### src/rtl/sg_pkg.sv
// Shared types for the sector write-protection controller.
// Assumes the command front-end produces one sg_op_e pulse per chip-select rise.
package sg_pkg;

    typedef enum logic [3:0] {
        OP_NONE      = 4'd0,
        OP_WREN      = 4'd1,
        OP_WRDI      = 4'd2,
        OP_PROTECT   = 4'd3,
        OP_UNPROTECT = 4'd4,
        OP_STATUS_WR = 4'd5,
        OP_LOCKDOWN  = 4'd6,
        OP_FREEZE    = 4'd7,
        OP_PE_REQ    = 4'd8,
        OP_RD_PROT   = 4'd9
    } sg_op_e;

    // Bit positions inside the status data byte.
    localparam int STAT_LOCK_BIT = 7;
    localparam int STAT_GLOB_BIT = 2;

    // Update strobes from the controller to the sector bank.
    typedef struct packed {
        logic set_one;
        logic clr_one;
        logic set_all;
        logic clr_all;
        logic lock_one;
    } sg_upd_t;

endpackage

### src/rtl/sg_sector_bank.sv
// Per-sector protect and lockdown storage.
// Assumes NUM_SECT == 2**IDX_W; set_all/clr_all have priority over single-sector strobes.
// Lockdown bits are modelled as sticky flops loaded clear at reset.
module sg_sector_bank #(
    parameter int NUM_SECT = 32,
    parameter int IDX_W    = 5
) (
    input  logic                clk,
    input  logic                rst_n,
    input  sg_pkg::sg_upd_t     upd,
    input  logic [IDX_W-1:0]    idx,
    output logic [NUM_SECT-1:0] prot_q,
    output logic [NUM_SECT-1:0] lock_q,
    output logic                sel_prot,
    output logic                sel_lock
);

    for (genvar g = 0; g < NUM_SECT; g++) begin : g_sect
        logic hit;
        assign hit = (idx == IDX_W'(g));

        // Protect bit: global strobes first, then the addressed-sector strobes.
        always_ff @(posedge clk) begin
            if (!rst_n) begin
                prot_q[g] <= 1'b1;
            end else if (upd.set_all) begin
                prot_q[g] <= 1'b1;
            end else if (upd.clr_all) begin
                prot_q[g] <= 1'b0;
            end else if (hit && upd.set_one) begin
                prot_q[g] <= 1'b1;
            end else if (hit && upd.clr_one) begin
                prot_q[g] <= 1'b0;
            end
        end

        // Lockdown bit: may only move from 0 to 1.
        always_ff @(posedge clk) begin
            if (!rst_n) begin
                lock_q[g] <= 1'b0;
            end else if (hit && upd.lock_one) begin
                lock_q[g] <= 1'b1;
            end
        end
    end

    // Select the addressed sector's bits for decisions and reads.
    always_comb begin
        sel_prot = prot_q[idx];
        sel_lock = lock_q[idx];
    end

endmodule

### src/rtl/sg_swp_enc.sv
// Summary encoder: 00 none protected, 01 some protected, 11 all protected.
// Purely combinational over the protect vector.
module sg_swp_enc #(
    parameter int NUM_SECT = 32
) (
    input  logic [NUM_SECT-1:0] prot_q,
    output logic [1:0]          swp
);

    // Reduce the vector into the two-bit summary.
    always_comb begin
        if (&prot_q) begin
            swp = 2'b11;
        end else if (|prot_q) begin
            swp = 2'b01;
        end else begin
            swp = 2'b00;
        end
    end

endmodule

### src/rtl/sg_ctrl.sv
// Command decision logic: write-enable latch, lock bit, lockdown-enable,
// bank update strobes and the registered grant/deny and read results.
// Assumes one command per cmd_valid pulse, already validated for byte framing.
module sg_ctrl (
    input  logic            clk,
    input  logic            rst_n,
    input  logic            cmd_valid,
    input  sg_pkg::sg_op_e  op,
    input  logic            dat_lock,
    input  logic            dat_glob,
    input  logic            confirm,
    input  logic            wp_n,
    input  logic            suspended,
    input  logic            sel_prot,
    input  logic            sel_lock,
    output sg_pkg::sg_upd_t upd,
    output logic            wel,
    output logic            sprl,
    output logic            lock_en,
    output logic            pe_grant,
    output logic            pe_deny,
    output logic            rd_valid,
    output logic            rd_prot,
    output logic            rd_lock
);
    import sg_pkg::*;

    logic wel_nxt, sprl_nxt, lde_nxt;
    logic grant_nxt, deny_nxt, rdv_nxt;

    // Decide next state and bank strobes for the committing command.
    always_comb begin
        upd       = '0;
        wel_nxt   = wel;
        sprl_nxt  = sprl;
        lde_nxt   = lock_en;
        grant_nxt = 1'b0;
        deny_nxt  = 1'b0;
        rdv_nxt   = 1'b0;
        if (cmd_valid) begin
            case (op)
                OP_WREN: wel_nxt = 1'b1;
                OP_WRDI: wel_nxt = 1'b0;
                OP_PROTECT, OP_UNPROTECT: begin
                    if (!sprl && wel) begin
                        upd.set_one = (op == OP_PROTECT);
                        upd.clr_one = (op == OP_UNPROTECT);
                        wel_nxt     = 1'b0;
                    end
                end
                OP_STATUS_WR: begin
                    if (wel) begin
                        wel_nxt = 1'b0;
                        if (!suspended) begin
                            if (!sprl) begin
                                upd.set_all = dat_glob;
                                upd.clr_all = !dat_glob;
                                sprl_nxt    = dat_lock;
                            end else if (wp_n && !dat_lock) begin
                                sprl_nxt = 1'b0;
                            end
                        end
                    end
                end
                OP_LOCKDOWN: begin
                    if (wel) begin
                        wel_nxt      = 1'b0;
                        upd.lock_one = lock_en && confirm;
                    end
                end
                OP_FREEZE: begin
                    if (wel) begin
                        wel_nxt = 1'b0;
                        if (confirm) begin
                            lde_nxt = 1'b0;
                        end
                    end
                end
                OP_PE_REQ: begin
                    wel_nxt   = 1'b0;
                    grant_nxt = wel && !sel_prot && !sel_lock;
                    deny_nxt  = !(wel && !sel_prot && !sel_lock);
                end
                OP_RD_PROT: rdv_nxt = 1'b1;
                default: ;
            endcase
        end
    end

    // Register global control bits.
    always_ff @(posedge clk) begin
        if (!rst_n) begin
            wel     <= 1'b0;
            sprl    <= 1'b0;
            lock_en <= 1'b1;
        end else begin
            wel     <= wel_nxt;
            sprl    <= sprl_nxt;
            lock_en <= lde_nxt;
        end
    end

    // Register the one-cycle result pulses and read data.
    always_ff @(posedge clk) begin
        if (!rst_n) begin
            pe_grant <= 1'b0;
            pe_deny  <= 1'b0;
            rd_valid <= 1'b0;
            rd_prot  <= 1'b0;
            rd_lock  <= 1'b0;
        end else begin
            pe_grant <= grant_nxt;
            pe_deny  <= deny_nxt;
            rd_valid <= rdv_nxt;
            if (rdv_nxt) begin
                rd_prot <= sel_prot;
                rd_lock <= sel_lock;
            end
        end
    end

endmodule

### src/rtl/sect_guard.sv
// Top of the sector write-protection and lockdown controller.
// Assumes the front-end commits each command with a single cmd_valid pulse at chip-select rise.
module sect_guard #(
    parameter int NUM_SECT   = 32,
    parameter int SECT_SHIFT = 16,
    parameter int ADDR_W     = 21
) (
    input  logic              clk,
    input  logic              rst_n,
    input  logic              cmd_valid,
    input  logic [3:0]        cmd_op,
    input  logic [ADDR_W-1:0] cmd_addr,
    input  logic [7:0]        cmd_wdata,
    input  logic              cmd_confirm,
    input  logic              wp_n,
    input  logic              suspended,
    output logic              wel,
    output logic              sprl,
    output logic              lock_en,
    output logic [1:0]        swp,
    output logic              pe_grant,
    output logic              pe_deny,
    output logic              rd_valid,
    output logic              rd_prot,
    output logic              rd_lock
);
    import sg_pkg::*;

    localparam int IDX_W = $clog2(NUM_SECT);

    sg_op_e              op_e;
    sg_upd_t             upd;
    logic [IDX_W-1:0]    idx;
    logic [NUM_SECT-1:0] prot_q;
    logic [NUM_SECT-1:0] lock_q;
    logic                sel_prot, sel_lock;
    logic                unused_bits;

    assign op_e = sg_op_e'(cmd_op);
    assign idx  = cmd_addr[SECT_SHIFT +: IDX_W];
    assign unused_bits = ^{cmd_addr[SECT_SHIFT-1:0], cmd_wdata[6:3], cmd_wdata[1:0]};

    sg_ctrl u_ctrl (
        .clk       (clk),
        .rst_n     (rst_n),
        .cmd_valid (cmd_valid),
        .op        (op_e),
        .dat_lock  (cmd_wdata[STAT_LOCK_BIT]),
        .dat_glob  (cmd_wdata[STAT_GLOB_BIT]),
        .confirm   (cmd_confirm),
        .wp_n      (wp_n),
        .suspended (suspended),
        .sel_prot  (sel_prot),
        .sel_lock  (sel_lock),
        .upd       (upd),
        .wel       (wel),
        .sprl      (sprl),
        .lock_en   (lock_en),
        .pe_grant  (pe_grant),
        .pe_deny   (pe_deny),
        .rd_valid  (rd_valid),
        .rd_prot   (rd_prot),
        .rd_lock   (rd_lock)
    );

    sg_sector_bank #(.NUM_SECT(NUM_SECT), .IDX_W(IDX_W)) u_bank (
        .clk      (clk),
        .rst_n    (rst_n),
        .upd      (upd),
        .idx      (idx),
        .prot_q   (prot_q),
        .lock_q   (lock_q),
        .sel_prot (sel_prot),
        .sel_lock (sel_lock)
    );

    sg_swp_enc #(.NUM_SECT(NUM_SECT)) u_enc (
        .prot_q (prot_q),
        .swp    (swp)
    );

endmodule

### config.mk
export PLATFORM = sky130hd
export DESIGN_NAME = sect_guard
export DESIGN_NICKNAME = d
export VERILOG_FILES = /design/src/rtl/sg_pkg.sv /design/src/rtl/sg_sector_bank.sv /design/src/rtl/sg_swp_enc.sv /design/src/rtl/sg_ctrl.sv /design/src/rtl/sect_guard.sv
export SDC_FILE = /design/constraint.sdc
export NUM_CORES = 1
export LEC_CHECK = 0
export BUFFER_PORTS_ARGS = -buffer_cell sky130_fd_sc_hd__buf_2
export CAP_MARGIN = 25
export CORE_UTILIZATION = 55
export DETAILED_ROUTE_END_ITERATION = 8
export PLACE_DENSITY = 0.78
export SETUP_SLACK_MARGIN = 0.2
export SYNTH_ARGS = -nofsm -noshare
export SYNTH_HDL_FRONTEND = slang
export SYNTH_SLANG_ARGS = --single-unit
### constraint.sdc
create_clock -name clk -period 2.74 [get_ports clk]
set_input_delay 0.411 -clock clk [delete_from_list [all_inputs] [get_ports clk]]
set_output_delay 0.411 -clock clk [all_outputs]
set_load 0.01 [all_outputs]
==> implementation parameters <==
Parameter                              Value

Worst setup path
  Critical path startpoint category ... flop
  Critical path's slowest cell ... sky130_fd_sc_hd__or4_1
  Endpoint type of the worst setup path ... flop
  Reg-to-Reg Start ... u_bank.prot_q[23]
  Highest net fanout along the worst path ... 4
  CP Cell Sequence ... mux4_2 > a22o_1 > a211oi_2 > a31oi_1 > or4_1 > o21ba_1
  Largest stage delay on the critical path ... roughly 0.57 ns
  Critical Path RT ... ~3.0 ns
  Path type of the worst setup path ... reg -> reg
  Setup crit start ... u_bank.prot_q[23]
  Worst Path Arrival ... about 2.5 ns

Detailed routing
  Detailed Routing Iterations Pass 1 ... 5
  DRC violations left ... 0
  Number of design-rule violations left by the first detailed-router iteration ... approximately 370
  WL final ... between 9000 and 10000 um
  Via count normalized by instance count ... ~6.5
  Residual antenna-violating net count after detailed routing ... 0
  Vias after detailed routing ... between 3000 and 4000
  Final routed wire length divided by cell count ... 18.0 um

Global route
  Maximum number of pins on one net before global-route repair ... 38
  First-pass GRT wire length ... around 15000 um
  Number of antenna violations at the first check in global routing ... 0
  Sum of overflow across all layers after global routing ... 0
  Via count of the first global-routing pass ... roughly 3100
  GR Util All Layers ... between 30% and 40%

Placement
  Port Buffers ... 26
  DPL Wire Length ... 6610 um
  Instance area at placement ... 3810 um2
  GPL Wtd Cong ... roughly 0.9
  Number of placed instances, taps included ... approximately 510

Power and ir drop
  Clock share of power ... 43.6%
  Leak ... approximately 0.0016 uW
  Switching share of power ... between 20% and 30%
  Combinational group share of total power ... 7.7%
  Peak supply drop ... about 370 uV
  Power per unit of standard cell area ... around 530 nW/um2
  Net Switching ... ~520 uW
  Sequential group share of total power ... 48.7%
  Pwr Total ... 2150 uW
  Int Power ... ~1600 uW

Final layout
  Biggest regs ... u_bank.lock_q x32, u_bank.prot_q x32
  Number of standard cells in the layout, taps in and fillers out ... 530
  Fraction of final layout cells with drive strength greater than 1 ... 16.0%
  Area added between synthesis and finish ... 13.4%
  Finished layout cell area ... between 4000 and 5000 um2
  Net total in the final layout ... approximately 490
  Diode count ... 0

Logic synthesis
  Synthesized area per cell ... slightly above 8 um2
  Cell types with the highest counts after synthesis ... 72 x sky130_fd_sc_hd__dfxtp_1, 51 x sky130_fd_sc_hd__nor2_1, 40 x sky130_fd_sc_hd__nand2_1, 37 x sky130_fd_sc_hd__o21ai_1
  Number of instances in the synthesized netlist ... approximately 430
  EDFF count, synth ... 0
  Syn Nets ... about 470
  Share of Yosys cell area claimed by the top area cell type ... roughly 41%
  Flops & latches, synth ... a little over 70
  Warnings, synthesis ... 0
  Fraction of the yosys area taken by sequential cells ... around two fifths
  Post-synth top area cell ... sky130_fd_sc_hd__dfxtp_1
  Leading cell types by total area after synthesis ... sky130_fd_sc_hd__dfxtp_1 41%, sky130_fd_sc_hd__a22oi_1 5.7%, sky130_fd_sc_hd__nor2_1 5.4%
  Top flip-flop cell by instance count after synthesis ... sky130_fd_sc_hd__dfxtp_1
  Unique cell type count in the Yosys netlist ... between 40 and 50
  Synthesized cell area ... ~3600 um2
  Most frequently used cell type in the post-synthesis netlist ... sky130_fd_sc_hd__dfxtp_1
  Async set-or-reset flop fraction in the synthesized netlist ... 0%

Clock tree
  Count of cells resized by post-cts repair ... 0
  Number of levels in the clock H-tree ... 3
  Insertion delay to the later sink of the worst-skew pair ... between 0.3 and 0.4 ns
  Clock input transition at the sequential cells of the worst setup and hold paths ... ~0.080 ns
  Setup bufs post-CTS ... 0
  CTS root buf ... sky130_fd_sc_hd__clkbuf_8
  Number of buffers inserted for hold repair after clock tree synthesis ... 0
  CTS tree ... done
  Buffer levels on the longest clock path ... 2
  Clock sink count ... just over 70
  TritonCTS Buffers ... 9

Timing
  Clk_skew ... around 0.0064 ns
  Tightest Pin Transition ... ~0.64 ns
  Min Tclk post-route ... 2.23 ns
  Final critical-path share of the clock period ... between 80% and 90%
  Setup violators final ... 0
  Headroom to the max-slew limit ... between 50% and 60%
  Count of endpoints failing hold in the final timing report ... 0
  Max Slew Vio Count ... 0
  Setup repair after global routing missed its margin ... false
  Achievable clock frequency ... 448 MHz
  Sum Neg Setup Slack ... 0 ns

Outcome
  Result of the run ... complete, no violations

Floorplanning
  Core box area ... between 6000 and 7000 um2
  I/O Pins ... 49
  Total die area ... between 6000 and 7000 um2
  DIE WIDTH ... 82.4 um
  Die outline height ... a little over 80 um
  Row count ... 28
  Initial standard-cell utilization of the core ... 58.7%

Min path
  Hold_sp ... rst_n
  Path category of the worst min-delay check ... in -> reg

Run
  Number of violations of the max-capacitance limit ... 0
power groups by stage:
stage	Combinational, uW	Clock, uW	Sequential (uW)
6_report	167	938	1050
5_1_grt	179	988	1050
4_1_cts	163	947	1050
3_5_place_dp	162	0	1070
3_3_place_gp	157	0	1070
2_1_floorplan	105	0	1070
worst max-delay path, delay by kind of cell, from the launching register on:
family | cells | cell delay [ns]
AOI/OAI and AO/OA | 4 | 0.75
DFF | 1 | 0.34
muxes | 1 | 0.47
and+or+nand+nor | 1 | 0.57
layout by cell type (no fill, tap or decap), types with 2 or more instances in the layout:
master	count
sky130_fd_sc_hd__nor3_1	7
sky130_fd_sc_hd__a22oi_1	27
sky130_fd_sc_hd__nor2_1	51
sky130_fd_sc_hd__a31oi_1	13
sky130_fd_sc_hd__nand2_1	40
sky130_fd_sc_hd__nand3_1	15
sky130_fd_sc_hd__clkbuf_8	10
sky130_fd_sc_hd__mux4_2	5
sky130_fd_sc_hd__and3_1	2
sky130_fd_sc_hd__inv_1	2
sky130_fd_sc_hd__nor4_4	2
sky130_fd_sc_hd__nor2b_1	6
sky130_fd_sc_hd__bufinv_16	2
sky130_fd_sc_hd__nor3b_1	3
sky130_fd_sc_hd__o21ai_1	37
sky130_fd_sc_hd__buf_4	16
sky130_fd_sc_hd__nor4_1	11
sky130_fd_sc_hd__nand3b_1	5
sky130_fd_sc_hd__mux2i_1	19
sky130_fd_sc_hd__inv_2	2
sky130_fd_sc_hd__nand2b_1	4
sky130_fd_sc_hd__a32oi_1	8
sky130_fd_sc_hd__o21a_1	4
sky130_fd_sc_hd__nor3b_2	2
sky130_fd_sc_hd__or4_1	5
sky130_fd_sc_hd__buf_2	26
sky130_fd_sc_hd__clkinv_2	3
sky130_fd_sc_hd__dfxtp_1	72
sky130_fd_sc_hd__nand4_1	10
sky130_fd_sc_hd__a21oi_1	26
worst paths after layout:
| path | end | depth (start not counted) | slack, ns |
|---|---|---|---|
| setup / recovery | u_ctrl.pe_deny | 6 | 0.51 |
| setup reg to reg | u_ctrl.pe_deny | 6 | 0.51 |
| hold / removal | u_ctrl.lock_en | 2 | 0.24 |
| hold reg to reg | u_ctrl.rd_prot | 2 | 0.47 |
logic make-up (layout without fill, tap and decap cells):
| group | after synthesis | count (layout) | synth area share (%) |
|---|---|---|---|
| mux | 26 | 26 | 9.57 |
| buf+inv | 36 | 63 | 4.15 |
| compound gates | 126 | 126 | 22.3 |
| simple gates | 168 | 168 | 23.5 |
| flops | 72 | 72 | 40.5 |
metal layers:
metal	GRT usage (%)	vias up	wire, um
met1	39.6	1646	4120
met5	0	-	0
li1	-	1634	-
met3	5.05	32	699
met2	48.4	155	4400
met4	16.8	0	297
cell type report:
| cell class | count | area (um2) |
|---|---|---|
| fillers | 497 | 2030 |
| multi-input cells | 320 | 2000 |
| flip-flops and latches | 72 | 1440 |
| repair buffers | 43 | 265 |
| clock buffers | 10 | 138 |
| well taps | 75 | 93.8 |
| clock inverters | 6 | 82.6 |
| inverters | 4 | 15.0 |
stage by stage:
stage / utilization, % / setup WS [ns] / hold slack [ns]
after global routing: 66.5 / 0.448 / 0.260
after CTS: 66.5 / 0.509 / 0.236
final: 66.5 / 0.507 / 0.239
after floorplan: - / 0.398 / 0.436
after global placement: 62.6 / 0.242 / 0.448
after detailed placement: 62.9 / 0.226 / 0.457
Power figures use the tool's default switching activity.
